### src/rtl/ea_pkg.sv
package ea_pkg;
  localparam int ADDR_W  = 64;
  localparam int DISP_W  = 32;
  localparam int RIDX_W  = 4;
  localparam int SEL_W   = 3;
  localparam int SCALE_W = 2;
  localparam int NUM_SEG = 6;
  localparam int SP_REG  = 4;

  typedef struct packed {
    logic sp_as_index;
    logic orphan_scale;
    logic empty_ref;
    logic bad_seg;
  } ea_fault_t;
endpackage

### src/rtl/seg_base_table.sv
module seg_base_table #(
  parameter int DW   = 64,
  parameter int NSEG = 6,
  parameter int SELW = 3
) (
  input  logic            clk,
  input  logic            rst,
  input  logic            we,
  input  logic [SELW-1:0] wsel,
  input  logic [DW-1:0]   wdata,
  input  logic [SELW-1:0] rsel,
  output logic [DW-1:0]   rdata
);
  logic [DW-1:0] mem [NSEG];

  always_ff @(posedge clk) begin
    for (int i = 0; i < NSEG; i++) begin
      if (rst)
        mem[i] <= '0;
      else if (we && wsel == SELW'(i))
        mem[i] <= wdata;
    end
  end

  always_comb begin
    rdata = '0;
    for (int i = 0; i < NSEG; i++)
      if (rsel == SELW'(i)) rdata = mem[i];
  end

  generate
    for (genvar g = 0; g < NSEG; g++) begin : g_keep

      entry_keep_chk: assert property (@(posedge clk) disable iff (rst)
        !(we && wsel == SELW'(g)) |=> $stable(mem[g]));
    end
  endgenerate
endmodule

### src/rtl/ea_check.sv
module ea_check
  import ea_pkg::*;
#(
  parameter int RIDXW = 4,
  parameter int SELW  = 3,
  parameter int SCW   = 2,
  parameter int NSEG  = 6,
  parameter int SPIDX = 4
) (
  input  logic [SELW-1:0]  seg,
  input  logic             base_en,
  input  logic             index_en,
  input  logic [RIDXW-1:0] index_idx,
  input  logic [SCW-1:0]   scale,
  input  logic             disp_en,
  output ea_fault_t        fault
);
  always_comb begin
    fault.sp_as_index  = index_en && (index_idx == RIDXW'(SPIDX));
    fault.orphan_scale = !index_en && (scale != '0);
    fault.empty_ref    = !base_en && !disp_en;
    fault.bad_seg      = (seg >= SELW'(NSEG));
  end
endmodule

### src/rtl/ea_adder.sv
module ea_adder #(
  parameter int AW  = 64,
  parameter int DW  = 32,
  parameter int SCW = 2
) (
  input  logic [AW-1:0]  seg_base,
  input  logic           base_en,
  input  logic [AW-1:0]  base_val,
  input  logic           index_en,
  input  logic [AW-1:0]  index_val,
  input  logic [SCW-1:0] scale,
  input  logic           disp_en,
  input  logic [DW-1:0]  disp,
  output logic [AW-1:0]  sum
);
  logic [AW-1:0] base_term, index_term, disp_term;

  always_comb begin
    base_term  = base_en  ? base_val : '0;
    index_term = index_en ? (index_val << scale) : '0;
    disp_term  = disp_en  ? {{(AW-DW){disp[DW-1]}}, disp} : '0;
    sum        = seg_base + base_term + index_term + disp_term;
  end
endmodule

### src/rtl/ea_addr_gen.sv
module ea_addr_gen
  import ea_pkg::*;
#(
  parameter int AW    = ADDR_W,
  parameter int DW    = DISP_W,
  parameter int RIDXW = RIDX_W,
  parameter int SELW  = SEL_W,
  parameter int SCW   = SCALE_W,
  parameter int NSEG  = NUM_SEG,
  parameter int SPIDX = SP_REG
) (
  input  logic             clk,
  input  logic             rst,
  input  logic             seg_we,
  input  logic [SELW-1:0]  seg_wsel,
  input  logic [AW-1:0]    seg_wdata,
  input  logic             req_valid,
  input  logic [SELW-1:0]  req_seg,
  input  logic             req_base_en,
  input  logic [RIDXW-1:0] req_base_idx,
  input  logic             req_index_en,
  input  logic [RIDXW-1:0] req_index_idx,
  input  logic [SCW-1:0]   req_scale,
  input  logic             req_disp_en,
  input  logic [DW-1:0]    req_disp,
  output logic [RIDXW-1:0] base_rd_idx,
  input  logic [AW-1:0]    base_rd_val,
  output logic [RIDXW-1:0] index_rd_idx,
  input  logic [AW-1:0]    index_rd_val,
  output logic             out_valid,
  output logic [AW-1:0]    out_addr,
  output logic             out_err
);
  logic [AW-1:0] seg_base;
  logic [AW-1:0] raw_sum;
  ea_fault_t     fault;
  logic          any_fault;

  assign base_rd_idx  = req_base_idx;
  assign index_rd_idx = req_index_idx;

  seg_base_table #(.DW(AW), .NSEG(NSEG), .SELW(SELW)) u_segtab (
    .clk(clk), .rst(rst), .we(seg_we), .wsel(seg_wsel), .wdata(seg_wdata),
    .rsel(req_seg), .rdata(seg_base)
  );

  ea_check #(.RIDXW(RIDXW), .SELW(SELW), .SCW(SCW), .NSEG(NSEG), .SPIDX(SPIDX)) u_check (
    .seg(req_seg), .base_en(req_base_en), .index_en(req_index_en),
    .index_idx(req_index_idx), .scale(req_scale), .disp_en(req_disp_en),
    .fault(fault)
  );

  ea_adder #(.AW(AW), .DW(DW), .SCW(SCW)) u_add (
    .seg_base(seg_base), .base_en(req_base_en), .base_val(base_rd_val),
    .index_en(req_index_en), .index_val(index_rd_val), .scale(req_scale),
    .disp_en(req_disp_en), .disp(req_disp), .sum(raw_sum)
  );

  assign any_fault = |fault;

  always_ff @(posedge clk) begin
    if (rst) begin
      out_valid <= 1'b0;
      out_addr  <= '0;
      out_err   <= 1'b0;
    end else begin
      out_valid <= req_valid;
      if (req_valid) begin
        out_err  <= any_fault;
        out_addr <= any_fault ? '0 : raw_sum;
      end
    end
  end


  valid_follow_chk: assert property (@(posedge clk) disable iff (rst)
    req_valid |=> out_valid);

  valid_only_chk: assert property (@(posedge clk) disable iff (rst)
    !req_valid |=> !out_valid);

  addr_hold_chk: assert property (@(posedge clk) disable iff (rst)
    !req_valid |=> ($stable(out_addr) && $stable(out_err)));

  sp_index_chk: assert property (@(posedge clk) disable iff (rst)
    (req_valid && req_index_en && req_index_idx == RIDXW'(SPIDX)) |=> out_err);

  empty_ref_chk: assert property (@(posedge clk) disable iff (rst)
    (req_valid && !req_base_en && !req_disp_en) |=> out_err);

  fault_zero_chk: assert property (@(posedge clk) disable iff (rst)
    (out_valid && out_err) |-> (out_addr == '0));
endmodule

### config.mk
export PLATFORM = sky130hd
export DESIGN_NAME = ea_addr_gen
export DESIGN_NICKNAME = d
export VERILOG_FILES = /design/src/rtl/ea_pkg.sv /design/src/rtl/seg_base_table.sv /design/src/rtl/ea_check.sv /design/src/rtl/ea_adder.sv /design/src/rtl/ea_addr_gen.sv
export SDC_FILE = /design/constraint.sdc
export NUM_CORES = 1
export LEC_CHECK = 0
export BUFFER_PORTS_ARGS = -buffer_cell sky130_fd_sc_hd__buf_2
export CAP_MARGIN = 20
export CORE_UTILIZATION = 55
export CTS_BUF_LIST = sky130_fd_sc_hd__clkbuf_16
export CTS_CLUSTER_DIAMETER = 60
export DETAILED_ROUTE_END_ITERATION = 10
export PLACE_DENSITY = 0.74
export SKIP_LAST_GASP = 1
export SYNTH_ARGS = -nofsm -noshare
export SYNTH_HDL_FRONTEND = slang
export SYNTH_SLANG_ARGS = --single-unit
### constraint.sdc
create_clock -name clk -period 8 [get_ports clk]
set_input_delay 1.6 -clock clk [delete_from_list [all_inputs] [get_ports clk]]
set_output_delay 1.6 -clock clk [all_outputs]
set_load 0.01 [all_outputs]
# Word level (Yosys, flattened, before mapping)
# Memories as Yosys holds them, arrays and structs flattened.
# Cells that the tools add are included.
[op_classes]
addsub = 3
n_lt_le_gt_ge = 1
n_eq_ne = 11
shift = 1
muxes = 36
bitwise_logic = 6
reduce_logical = 16
[ops]
columns = ["operator", "count"]
rows = [
  ["two-way mux 64 bit", 16],
  ["adder 64 bit", 3],
  ["left shift 64 x 2 -> 64 bit", 1],
  ["two-way mux 1 bit", 20],
  ["equality test 3 x 2 -> 1 bit, second input constant", 4],
  ["equality test 3 bit, second input constant", 4],
  ["logical AND 1 bit", 9],
  ["equality test 3 x 1 -> 1 bit, second input constant", 2],
  ["zero test 3 bit", 2],
  ["OR 1 bit", 6],
  ["equality test 4 x 3 -> 1 bit, second input constant", 1],
  ["OR reduction 4 bit", 1],
  [">= comparator 3 bit, second input constant", 1],
  ["zero test 1 bit", 3],
  ["nonzero test 2 bit", 1],
]
[word_totals]
ff_bits = 66
mem_bits_rw = 384
out_inout_bits = 74
mem_count = 1
[mem_list]
columns = ["memory", "depth", "width", "rd", "rd_ports_with_merged_regs", "wr", "line", "text"]
rows = [
  ["u_segtab.mem", 6, 64, 6, 0, 6, "seg_base_table.sv:14", "logic [DW-1:0] mem [NSEG];"],
]

# Depth between registers and ports, before layout
[logic_depth]
word_depth = 11
mapped_depth = 22
ltp_nobuf = 20

# Hierarchy
# Synthesis repeated with hierarchy kept, for this count alone.
[unflattened]
cells_unflattened = 2700
hier_area_um2 = 28914.0
[by_module_without_submodules]
columns = ["module", "n_inst", "cells_each", "area_each_um2"]
rows = [
  ["seg_base_table", 1, 1268, 17459.2],
  ["ea_adder", 1, 1263, 9108.7],
  ["ea_addr_gen", 1, 163, 2314.7],
  ["ea_check", 1, 6, 31.3],
]

# Worst setup path after synthesis
# Ideal clock, no wire load.
[synth_path]
path_type = "in2reg"
start = "in seg_wsel[0]"
end = "mem u_segtab.mem[0][0] (enable)"
setup_time_ps = 582
t_arrival_ps = 6546
t_required_ps = 7418
path_slack_ps = 872
stages = 2
path_buffers = 0
path_cell_list = "nand2b_1 -> o31ai_1"
[synth_lines]
columns = ["element", "line", "text"]
rows = [
  ["from (decl)", "ea_addr_gen.sv:15", "input logic [SELW-1:0] seg_wsel,"],
  ["to (decl)", "seg_base_table.sv:14", ""],
]

# Worst setup path in the final report
[layout_path]
start = "in req_scale[0]"
end = "reg out_addr[61]"
[layout_via]
elab_chain_len = 5
[layout_rtl]
columns = ["element", "line", "text"]
rows = [
  ["from (decl)", "ea_addr_gen.sv:23", "input logic [SCW-1:0] req_scale,"],
  ["left shift 64 x 2 -> 64 bit", "ea_adder.sv:20", "index_term = index_en ? (index_val << scale) : '0;"],
  ["two-way mux 64 bit", "ea_adder.sv:20", ""],
  ["adder 64 bit (2 in series)", "ea_adder.sv:22", "sum = seg_base + base_term + index_term + disp_term;"],
  ["two-way mux 64 bit *", "ea_addr_gen.sv:70", "out_addr <= any_fault ? '0 : raw_sum;"],
  ["to (signal assigned)", "ea_addr_gen.sv:70", ""],
  ["to (decl)", "ea_addr_gen.sv:31", "output logic [AW-1:0] out_addr,"],
]
# Mark *: on every way between the ends. The rest lies on a longest branch, timed or not.
# A chain may end at the register's enable or synchronous reset.

==> flow_metrics.tcl <==
set metrics [dict create \
    routed_via_density 5.88 \
    wl_met2_mm 38.0 \
    dp.cells 3519 \
    endpoint_kind "flip-flop" \
    slew_headroom_pct 27.6 \
    postCtsSetupBuffers 0 \
    rrSetupSlack_ns 3.10 \
    finalHoldViolations 0 \
    place_area_um2 31200 \
    hpwl_mm 55.4 \
    grt_pass1_wl_mm 122 \
    path_class "in2reg" \
    leakage_nw 13.9 \
    whs_ns 0.444 \
    ys_seq_elements 450 \
    finalSetupViolCount 0 \
    clk_path_buf_depth 3 \
    vdd_ir_drop_max_mv 0.162 \
    maxCapViolCount 0 \
    routed_wl_mm 80.4 \
    synth-simple-area-share_pct 17.4 \
    hold_class "reg2reg" \
    grt.total_usage_pct 30.0 \
    drive_above_1_share_pct 20.1 \
    power_mw 7.44 \
    finalNetCount 3326 \
    syn_area_um2 28900 \
    highest_layer "met5" \
    grt_overflow 0 \
    min_period_ns 6.49 \
    final_max_slew_viol_count 0 \
    wl_met3_mm 6.04 \
    drt_iter0_drc 1781 \
    syn-num-nets 3085 \
    vias 21300 \
    routedWlPerCell_um 22.2 \
    grt_pass1_vias 21500 \
    tightest_slew_ns 1.09 \
    dr.pass1.iters 5 \
    synth_top_flop_cell "edfxtp_1" \
    rsz0062_at_grt "no" \
    synth_compound_area_share_pct 9.84 \
    regArea_um2 12900 \
    die-width_um 231 \
    drtAntennaViolNets 0 \
    area_delta_synth_final_pct 13.8 \
    postCtsHoldBufs 0 \
    start_util_pct 56.0 \
    finalWeightedCongestion 0.990 \
    worstPathRequired_ns 8.46 \
    clkLatencyLatePin_ns 0.62 \
    yosys.cell_types.count 83 \
    synth_top_family_by_area "simple AND/OR/NAND/NOR gates" \
    synth_xor_area_share_pct 1.76 \
    fin_util_pct 63.8 \
    wl_met1_mm 33.9 \
    core-area_um2 51600 \
    cts_resized 0 \
    die_area_um2 53500 \
    yosys.area_share.adder_pct 11.4 \
    rows 83 \
    multi_input_area_um2 14600 \
    clockRootBuffer "clkbuf_16" \
    cp_max_fo 40 \
    layout.cells.non_filler 3616 \
    async_flop_share_pct 0 \
    synth-edff-count 384 \
    start_kind "input port" \
    cp.arrival_ns 6.95 \
    stdcell_area_um2 32900 \
    cts.sinks 450 \
    setup_ws_ns 1.51 \
    status "finished, final reports clean" \
    port_buffers 312 \
    synth_cells 2649 \
    synthMuxAreaShare_pct 9.53 \
    grt_max_degree 65 \
    clk_pin_slew_ns 0.06 \
    finClkSkew_ns 0.0398 \
    antenna_found_initial 7 \
    cellPowerDensity_nw_per_um2 226 \
    die_h_um 231 \
    cts_made_buffers 49 \
    drcViolationCount 0 \
    ys_seq_area_share_pct 44.4 \
    yosys_warnings 0 \
    preCtsSetupSlack_ns 0.918 \
    htree_num_levels 2 \
    timing.final.crit_share_pct 81.1 \
    cts_tree "yes" \
    fillers 4045 \
    avgSynthCellArea_um2 10.9 \
    tns_ns 0 \
    clock.fmax_ghz 0.154 \
    pin_count 321 \
]
[registers in the layout (all words and copies together) (netlist names)]
signal and count:
out_valid 1, u_segtab.mem 384, out_addr 64, out_err 1
[worst max-delay path, cell delays in order]
cell and delay, ns:
buf_4 0.55, buf_4 0.55, mux4_2 0.56, and2_1 0.18
fa_1 0.50, inv_1 0.05, fa_1 0.47, inv_1 0.04
ha_1 0.37, a21o_1 0.23, o21bai_1 0.15, a2111oi_1 0.66
o31a_1 0.25, a2111oi_2 0.11, a21o_1 0.23, a31oi_1 0.19
xor2_1 0.16, o21ai_1 0.07
[Yosys cell counts (7+ instances only)]
cell type  count  area share (%)
nor2b_1        7            0.15
mux2_2        58             2.3
nand2b_1      10            0.22
o21bai_1      12            0.31
xor2_1        25            0.76
o221ai_1       9            0.27
dfxtp_1       66             4.6
mux4_2        61             4.7
and3_1         7            0.15
fa_1         126             8.7
a31oi_1       12            0.26
a21o_1        43             1.1
o21ai_0       60             1.0
a21oi_1      128             2.2
and2_1       529              11
clkbuf_1     123             1.6
inv_1        251             3.3
buf_2         12            0.21
nand2_1      121             1.6
a211oi_1       7            0.18
nor3_1        17            0.29
nand4_1       16            0.35
o21ai_1        7            0.12
nor2_1       182             2.4
edfxtp_1     384              40
buf_4          8            0.21
mux2i_1       73             2.5
ha_1          63             2.7
nand3_1       10            0.17
a22oi_1       24            0.62
o21a_1         8            0.21
a221oi_1      57             1.7
buf_1         23            0.30
xnor2_1       33             1.0
[path summary, 6_finish.rpt]
path                  end                from  cells after the start
max          out_addr[61]        req_scale[0]                     18
min reg2reg  out_addr[48]        out_addr[48]                      2
max reg2reg  out_addr[61]  u_segtab.mem[1][1]                     21
min          out_addr[48]        out_addr[48]                      2
[report_power, final]
| group | internal [mW] | total [mW] | switching (mW) |
|---|---|---|---|
| clock network | 1.39 | 2.36 | 0.964 |
| registers | 2.72 | 2.78 | 0.0627 |
| logic | 0.875 | 2.30 | 1.43 |
[cell usage in the layout (no fill, tap or decap), drive strengths merged, types with 66 or more instances in the layout]
master,instances
fa,126
a21oi,131
dfxtp,66
o21ai,68
buf,357
nor2,182
inv,262
mux2i,73
and2,529
edfxtp,384
nand2,121
[cell type report]
class,instances,area share (%)
clock inverters,43,1.46
repair buffers,357,5.95
well taps,680,2.59
clock buffers,49,3.73
flip-flops and latches,450,39.1
diodes,5,0.0380
inverters,251,2.86
multi-input cells,1781,44.3
[cell families (layout without fill, tap and decap cells)]
kind of cell             after synthesis  in the layout
AO/OA/AOI/OAI                        419            419
XOR/XNOR                              58             58
adder cells (fa/ha/maj)              189            189
buffers and inverters                418            700
flip-flops                           450            450
multiplexers                         192            192
other                                  0              5
AND/OR/NAND/NOR                      923            923
[per-layer routing]
layer / global-route usage [%] / vias to the layer above
met1: 41.2 / 10600
met4: 10.5 / 2
met5: 0 / -
li1: - / 9649
met3: 4.08 / 137
met2: 49.0 / 873
No activity file was read; power rests on OpenSTA's default activity.
